==> src/rtl/slewcal_pkg.sv <==
package slewcal_pkg;

    typedef enum logic [3:0] {
        S_IDLE,
        S_SETTLE,
        S_FRUN_ON,
        S_WIN_LOAD,
        S_METER_ON,
        S_SAMPLE,
        S_POLL_GAP,
        S_METER_OFF,
        S_FRUN_OFF,
        S_CAL_OFF,
        S_COOL,
        S_DIV_RATE,
        S_DIV_ROUND,
        S_DONE
    } seq_state_t;

    // numerator: 1024 reference cycles * 25 * 32 coefficient
    localparam int unsigned SCALE_NUM  = 1024 * 25 * 32;
    localparam int unsigned ROUND_BIAS = 500;
    localparam int unsigned ROUND_DIV  = 1000;

endpackage

==> src/rtl/slewcal_tick_timer.sv <==
module slewcal_tick_timer #(
    parameter int TICKS = 50000
) (
    input  logic clk,
    input  logic rst,
    input  logic run,
    output logic expire
);
    localparam int CW = (TICKS > 1) ? $clog2(TICKS) : 1;

    logic [CW-1:0] cnt;

    assign expire = run && (cnt == CW'(TICKS - 1));

    always_ff @(posedge clk) begin
        if (rst || !run) begin
            cnt <= '0;
        end else if (!expire) begin
            cnt <= cnt + 1'b1;
        end
    end
endmodule

==> src/rtl/slewcal_freq_meter.sv <==
module slewcal_freq_meter #(
    parameter int CW = 24
) (
    input  logic          clk,
    input  logic          rst,
    input  logic          meas_raw,
    input  logic          gate_en,
    input  logic          enable,
    input  logic [CW-1:0] window,
    output logic [CW-1:0] result
);
    logic          sync0, sync1, sync2;
    logic          rise;
    logic [CW-1:0] ref_cnt;
    logic [CW-1:0] edge_cnt;
    logic          complete;

    always_ff @(posedge clk) begin
        if (rst) begin
            sync0 <= 1'b0;
            sync1 <= 1'b0;
            sync2 <= 1'b0;
        end else begin
            sync0 <= meas_raw;
            sync1 <= sync0;
            sync2 <= sync1;
        end
    end

    assign rise = sync1 && !sync2 && gate_en;

    always_ff @(posedge clk) begin
        if (rst || !enable) begin
            ref_cnt  <= '0;
            edge_cnt <= '0;
            complete <= 1'b0;
        end else if (!complete) begin
            edge_cnt <= edge_cnt + CW'(rise);
            if (ref_cnt == window - 1'b1) begin
                complete <= 1'b1;
            end else begin
                ref_cnt <= ref_cnt + 1'b1;
            end
        end
    end

    assign result = complete ? edge_cnt : '0;
endmodule

==> src/rtl/slewcal_divider.sv <==
module slewcal_divider #(
    parameter int W = 24
) (
    input  logic         clk,
    input  logic         rst,
    input  logic         go,
    input  logic [W-1:0] dividend,
    input  logic [W-1:0] divisor,
    output logic         done,
    output logic [W-1:0] quotient
);
    localparam int SW = $clog2(W + 1);

    logic [W-1:0]  rem;
    logic [W-1:0]  quo;
    logic [W-1:0]  dvs;
    logic [SW-1:0] steps;
    logic          active;
    logic [W:0]    trial;
    logic          fits;

    assign trial = {rem, quo[W-1]};
    assign fits  = trial >= {1'b0, dvs};

    always_ff @(posedge clk) begin
        if (rst) begin
            rem    <= '0;
            quo    <= '0;
            dvs    <= '0;
            steps  <= '0;
            active <= 1'b0;
            done   <= 1'b0;
        end else if (go) begin
            rem    <= '0;
            quo    <= dividend;
            dvs    <= divisor;
            steps  <= SW'(W);
            active <= 1'b1;
            done   <= 1'b0;
        end else if (active) begin
            if (fits) begin
                rem <= W'(trial - {1'b0, dvs});
                quo <= {quo[W-2:0], 1'b1};
            end else begin
                rem <= trial[W-1:0];
                quo <= {quo[W-2:0], 1'b0};
            end
            steps <= steps - 1'b1;
            if (steps == SW'(1)) begin
                active <= 1'b0;
                done   <= 1'b1;
            end
        end else begin
            done <= 1'b0;
        end
    end

    assign quotient = quo;
endmodule

==> src/rtl/slew_cal_seq.sv <==
module slew_cal_seq
    import slewcal_pkg::*;
#(
    parameter int TICKS_PER_MS = 50000,
    parameter int CNT_W        = 24,
    parameter int WINDOW       = 1024,
    parameter int MAX_POLLS    = 10,
    parameter int TRIM_W       = 3,
    parameter int DEFAULT_TRIM = 4
) (
    input  logic              clk,
    input  logic              rst,
    input  logic              start,
    input  logic              meas_clk,
    output logic              busy,
    output logic              done,
    output logic              cal_en,
    output logic              frun_en,
    output logic              meter_en,
    output logic [CNT_W-1:0]  win_cnt,
    output logic [TRIM_W-1:0] trim
);
    localparam int PW = $clog2(MAX_POLLS + 1);

    seq_state_t        state, nxt;
    logic              tmr_run, tmr_exp;
    logic [CNT_W-1:0]  meter_res;
    logic              div_go, div_done;
    logic [CNT_W-1:0]  div_a, div_b, div_q;
    logic [PW-1:0]     poll_cnt;
    logic [CNT_W-1:0]  sample_r;
    logic              got_r;
    logic [CNT_W-1:0]  win_r;
    logic [TRIM_W-1:0] trim_r;
    logic              last_poll;

    slewcal_tick_timer #(.TICKS(TICKS_PER_MS)) u_timer (
        .clk(clk), .rst(rst), .run(tmr_run), .expire(tmr_exp)
    );

    slewcal_freq_meter #(.CW(CNT_W)) u_meter (
        .clk(clk), .rst(rst), .meas_raw(meas_clk), .gate_en(frun_en),
        .enable(meter_en), .window(win_r), .result(meter_res)
    );

    slewcal_divider #(.W(CNT_W)) u_div (
        .clk(clk), .rst(rst), .go(div_go), .dividend(div_a),
        .divisor(div_b), .done(div_done), .quotient(div_q)
    );

    assign last_poll = (poll_cnt == PW'(MAX_POLLS - 1));

    // state register
    always_ff @(posedge clk) begin
        if (rst) state <= S_IDLE;
        else     state <= nxt;
    end

    // next state
    always_comb begin
        nxt = state;
        unique case (state)
            S_IDLE:      if (start) nxt = S_SETTLE;
            S_SETTLE:    if (tmr_exp) nxt = S_FRUN_ON;
            S_FRUN_ON:   nxt = S_WIN_LOAD;
            S_WIN_LOAD:  nxt = S_METER_ON;
            S_METER_ON:  nxt = S_SAMPLE;
            S_SAMPLE:    nxt = (meter_res != '0 || last_poll) ? S_METER_OFF : S_POLL_GAP;
            S_POLL_GAP:  if (tmr_exp) nxt = S_SAMPLE;
            S_METER_OFF: nxt = S_FRUN_OFF;
            S_FRUN_OFF:  nxt = S_CAL_OFF;
            S_CAL_OFF:   nxt = S_COOL;
            S_COOL:      if (tmr_exp) nxt = got_r ? S_DIV_RATE : S_DONE;
            S_DIV_RATE:  if (div_done) nxt = S_DIV_ROUND;
            S_DIV_ROUND: if (div_done) nxt = S_DONE;
            S_DONE:      nxt = S_IDLE;
            default:     nxt = S_IDLE;
        endcase
    end

    // outputs decoded from state
    always_comb begin
        cal_en   = state inside {S_SETTLE, S_FRUN_ON, S_WIN_LOAD, S_METER_ON,
                                 S_SAMPLE, S_POLL_GAP, S_METER_OFF, S_FRUN_OFF};
        frun_en  = state inside {S_FRUN_ON, S_WIN_LOAD, S_METER_ON, S_SAMPLE,
                                 S_POLL_GAP, S_METER_OFF};
        meter_en = state inside {S_METER_ON, S_SAMPLE, S_POLL_GAP};
        busy     = (state != S_IDLE);
        done     = (state == S_DONE);
        tmr_run  = state inside {S_SETTLE, S_POLL_GAP, S_COOL};
    end

    // divider operand selection: rate pass, then rounding pass
    assign div_go = (state == S_COOL && tmr_exp && got_r) ||
                    (state == S_DIV_RATE && div_done);
    assign div_a  = (state == S_COOL) ? CNT_W'(SCALE_NUM) : div_q + CNT_W'(ROUND_BIAS);
    assign div_b  = (state == S_COOL) ? sample_r : CNT_W'(ROUND_DIV);

    // datapath registers
    always_ff @(posedge clk) begin
        if (rst) begin
            poll_cnt <= '0;
            sample_r <= '0;
            got_r    <= 1'b0;
            win_r    <= '0;
            trim_r   <= TRIM_W'(DEFAULT_TRIM);
        end else begin
            if (state == S_IDLE && start) begin
                poll_cnt <= '0;
                sample_r <= '0;
                got_r    <= 1'b0;
            end
            if (state == S_WIN_LOAD) begin
                win_r <= CNT_W'(WINDOW);
            end
            if (state == S_SAMPLE) begin
                poll_cnt <= poll_cnt + 1'b1;
                if (meter_res != '0) begin
                    got_r    <= 1'b1;
                    sample_r <= meter_res;
                end
            end
            if (state == S_COOL && tmr_exp && !got_r) begin
                trim_r <= TRIM_W'(DEFAULT_TRIM);
            end
            if (state == S_DIV_ROUND && div_done) begin
                trim_r <= div_q[TRIM_W-1:0];
            end
        end
    end

    assign win_cnt = win_r;
    assign trim    = trim_r;
endmodule

==> config.mk <==
export PLATFORM = sky130hd
export DESIGN_NAME = slew_cal_seq
export DESIGN_NICKNAME = d
export VERILOG_FILES = /design/src/rtl/slewcal_pkg.sv /design/src/rtl/slewcal_tick_timer.sv /design/src/rtl/slewcal_freq_meter.sv /design/src/rtl/slewcal_divider.sv /design/src/rtl/slew_cal_seq.sv
export SDC_FILE = /design/constraint.sdc
export NUM_CORES = 1
export LEC_CHECK = 0
export BUFFER_PORTS_ARGS = -buffer_cell sky130_fd_sc_hd__clkbuf_2
export CORE_ASPECT_RATIO = 0.75
export CORE_UTILIZATION = 56
export CTS_CLUSTER_DIAMETER = 30
export DETAILED_ROUTE_END_ITERATION = 12
export PLACE_DENSITY = 0.76
export RECOVER_POWER = 25
export SYNTH_ARGS = -nofsm -noshare
export SYNTH_HDL_FRONTEND = slang
export SYNTH_SLANG_ARGS = --single-unit
==> constraint.sdc <==
create_clock -name clk -period 2.4 [get_ports clk]
set_input_delay 0.12 -clock clk [delete_from_list [all_inputs] [get_ports clk]]
set_output_delay 0.12 -clock clk [all_outputs]
set_load 0.02 [all_outputs]
==> results_dict.tcl <==
set metrics [dict create \
    setup.worst_path.start_class "flop" \
    arrival_ps 2810 \
    gp_congestion 0.9336 \
    grt_pass1_wl_um 36710 \
    cellLeakagePower_nw 4.343 \
    ant_nets 0 \
    num_vias 8670 \
    worst_slack_ps -95.03 \
    layout_min_cycle_time_ps 2495 \
    ioPinCount 36 \
    final_cell_mix "dfxtp_1, nor2_1, nand2_1, buf_4, a21oi_1" \
    htreeDepth 4 \
    async_reset_ff_frac 0 \
    drt_pass1_iterations 5 \
    drt_iter0_markers 696 \
    io_buffers 12 \
    worstMarginPinSlew_ps 619.7 \
    fin_cells 1486 \
    ir_worst_vdd_mv 0.8281 \
    violations "setup timing" \
    start_util 0.5723 \
    netlist_area_mm2 0.009629 \
    grt_antenna_before_repair 0 \
    slew_violations 0 \
    clkLatencyLatePin_ps 430 \
    netlist_instances 1199 \
    max_slew_margin 0.5868 \
    cp_max_fo 4 \
    setup_viol 6 \
    grt_max_degree 50 \
    finalHoldViolations 0 \
    outcome "finished with violations" \
    fin_crit_sh 1.040 \
    grt_pass1_vias 7595 \
    clock-sinks 184 \
    criticalPathCategory "flop to flop" \
    area_delta_synth_final_pct 18.35 \
    die_h_um 115.6 \
    routed_wl_um 23100 \
    ys_ff_latch 184 \
    crit_required_ps 2710 \
    die_area_mm2 0.01773 \
    grt_overflow 0 \
    rsz0062_at_grt "true" \
    ctsLongestPathBuffers 2 \
    powerDensity_mw_per_mm2 583.9 \
    crit_path_end_kind "flop" \
    yosysUniqueCellTypes 71 \
    routed_via_density 5.834 \
    antennaDiodeCount 0 \
    layout_commonest_cell "dfxtp_1" \
    fin_skew_ps 9.125 \
    fp.dieW_um 153.4 \
    fin_setup_tns_ps -275.5 \
    hp-class "input port to flop" \
    max_freq_ghz 0.4008 \
    ys.warnings.count 0 \
    cts_buffers 17 \
    syn_avg_cell_area_um2 8.031 \
    grtUsageTotal 0.2533 \
    ys_seq_area_frac 0.3825 \
    core_region_area_mm2 0.01683 \
    remaining_drc_errors 0 \
    cts_root_buf "clkbuf_16" \
    drive_gt1_frac 0.1692 \
    routedWlPerCell_um 15.54 \
    row_count 41 \
    dpl.cell_count 1439 \
    clk_pin_slew_worst_paths_ps 70 \
    synth-edff-count 0 \
    dp_hpwl_um 15150 \
    drv_cap 0 \
    nets 1296 \
    cts_tree "yes" \
    ys.flop_type "dfxtp_1" \
]
==> layout make-up <==
type	count	area, µm²
Sequential cell	184	3695
Timing Repair Buffer	104	795.8
Clock inverter	13	165.2
Multi-Input combinational cell	904	5842
Fill cell	1334	5430
Inverter	47	176.4
Tap cell	215	269.0
Clock buffer	19	452.9
==> timing repair <==
item / 4_1_cts / 5_1_grt
gates resized for setup: 17 / 60
pin swaps: 7 / 26
gates cloned: 0 / 2
endpoints found under the setup margin: 16 / 33
hold buffers: 1 / 0
hold endpoints to repair: 1 / 0
buffers inserted: 5 / 7
==> power breakdown <==
group	total [mW]	switching [mW]	internal [mW]	leakage (nW)
Clock	2.94	1.23	1.71	0.305
Combinational	0.597	0.414	0.183	2.55
Sequential	3.12	0.0330	3.08	1.49
==> through the flow <==
stage / worst slack [ps] / instance area, µm² / hold slack [ps] / util / power [mW]
4_1_cts: -95.00 / 11020 / 134.0 / 0.6547 / 6.677
5_1_grt: -223.9 / 11400 / 183.8 / 0.6773 / 6.882
3_3_place_gp: -53.55 / 10250 / 353.7 / 0.6090 / 3.763
6_report: -95.03 / 11400 / 152.4 / 0.6773 / 6.654
3_5_place_dp: -128.3 / 10250 / 366.4 / 0.6090 / 3.770
2_1_floorplan: -26.61 / 9767 / 248.2 / - / 3.634
==> synthesized netlist by cell type, types with 13 or more instances <==
cell type / instances / area (µm²)
nor2_1: 160 / 600.6
xor2_1: 51 / 446.7
xnor2_1: 31 / 271.5
clkbuf_1: 52 / 195.2
nand4_1: 24 / 150.1
a211oi_1: 15 / 112.6
nand2_1: 97 / 364.1
a21o_1: 14 / 105.1
a31oi_1: 19 / 118.9
nor4_1: 14 / 87.58
mux2i_1: 22 / 220.2
ha_1: 33 / 412.9
inv_1: 47 / 176.4
buf_4: 23 / 172.7
dfxtp_1: 184 / 3684
nand3_1: 83 / 415.4
nor3_1: 24 / 120.1
a21oi_1: 86 / 430.4
and3_1: 13 / 81.33
o21ai_0: 66 / 330.3
==> per-layer routing <==
metal  vias up  track usage  routed length (µm)
li1       4299            -                   -
met1      4094       0.3632               11140
met2       248       0.3948               10250
met3        29      0.04375                1345
met4         0      0.06867                 363
met5         -            0                   0
==> worst paths after layout <==
check / start / to / slack, ps / depth (start not counted)
min: rst / trim[2] / 150 / 3
max reg2reg: u_div.quotient[23] / u_div.rem[22] / -100 / 12
max: u_div.quotient[23] / u_div.rem[22] / -100 / 12
min reg2reg: u_meter.sync0 / u_meter.sync1 / 440 / 1
==> worst max-delay path: stages, from the launching register on <==
cell	delay [ps]
dfxtp_2	330
inv_2	70
ha_4	130
inv_2	30
fa_2	340
a211oi_2	190
o21bai_1	110
a211o_1	350
nand3_2	140
a31oi_4	90
a221oi_2	290
mux2i_1	210
a31oi_1	90
==> cell families after synthesis <==
family          count (synthesis)  synth area share
buf+inv                       133           0.06302
other cells                     1         0.0003894
flops                         184            0.3825
mux                            22           0.02287
fa+ha+maj                      34           0.04496
simple gates                  479            0.2432
compound gates                264            0.1684
xor+xnor                       82           0.07458
==> flip-flops by register name, indices dropped and copies added, names as in the netlist, 3 cells and up <==
register / count
poll_cnt: 4
u_div.quotient: 24
sample_r: 24
u_meter.ref_cnt: 24
state: 4
u_div.dvs: 24
u_meter.edge_cnt: 24
trim: 3
u_div.steps: 5
u_timer.cnt: 16
u_div.rem: 24
(Power assumes the default switching activity.)
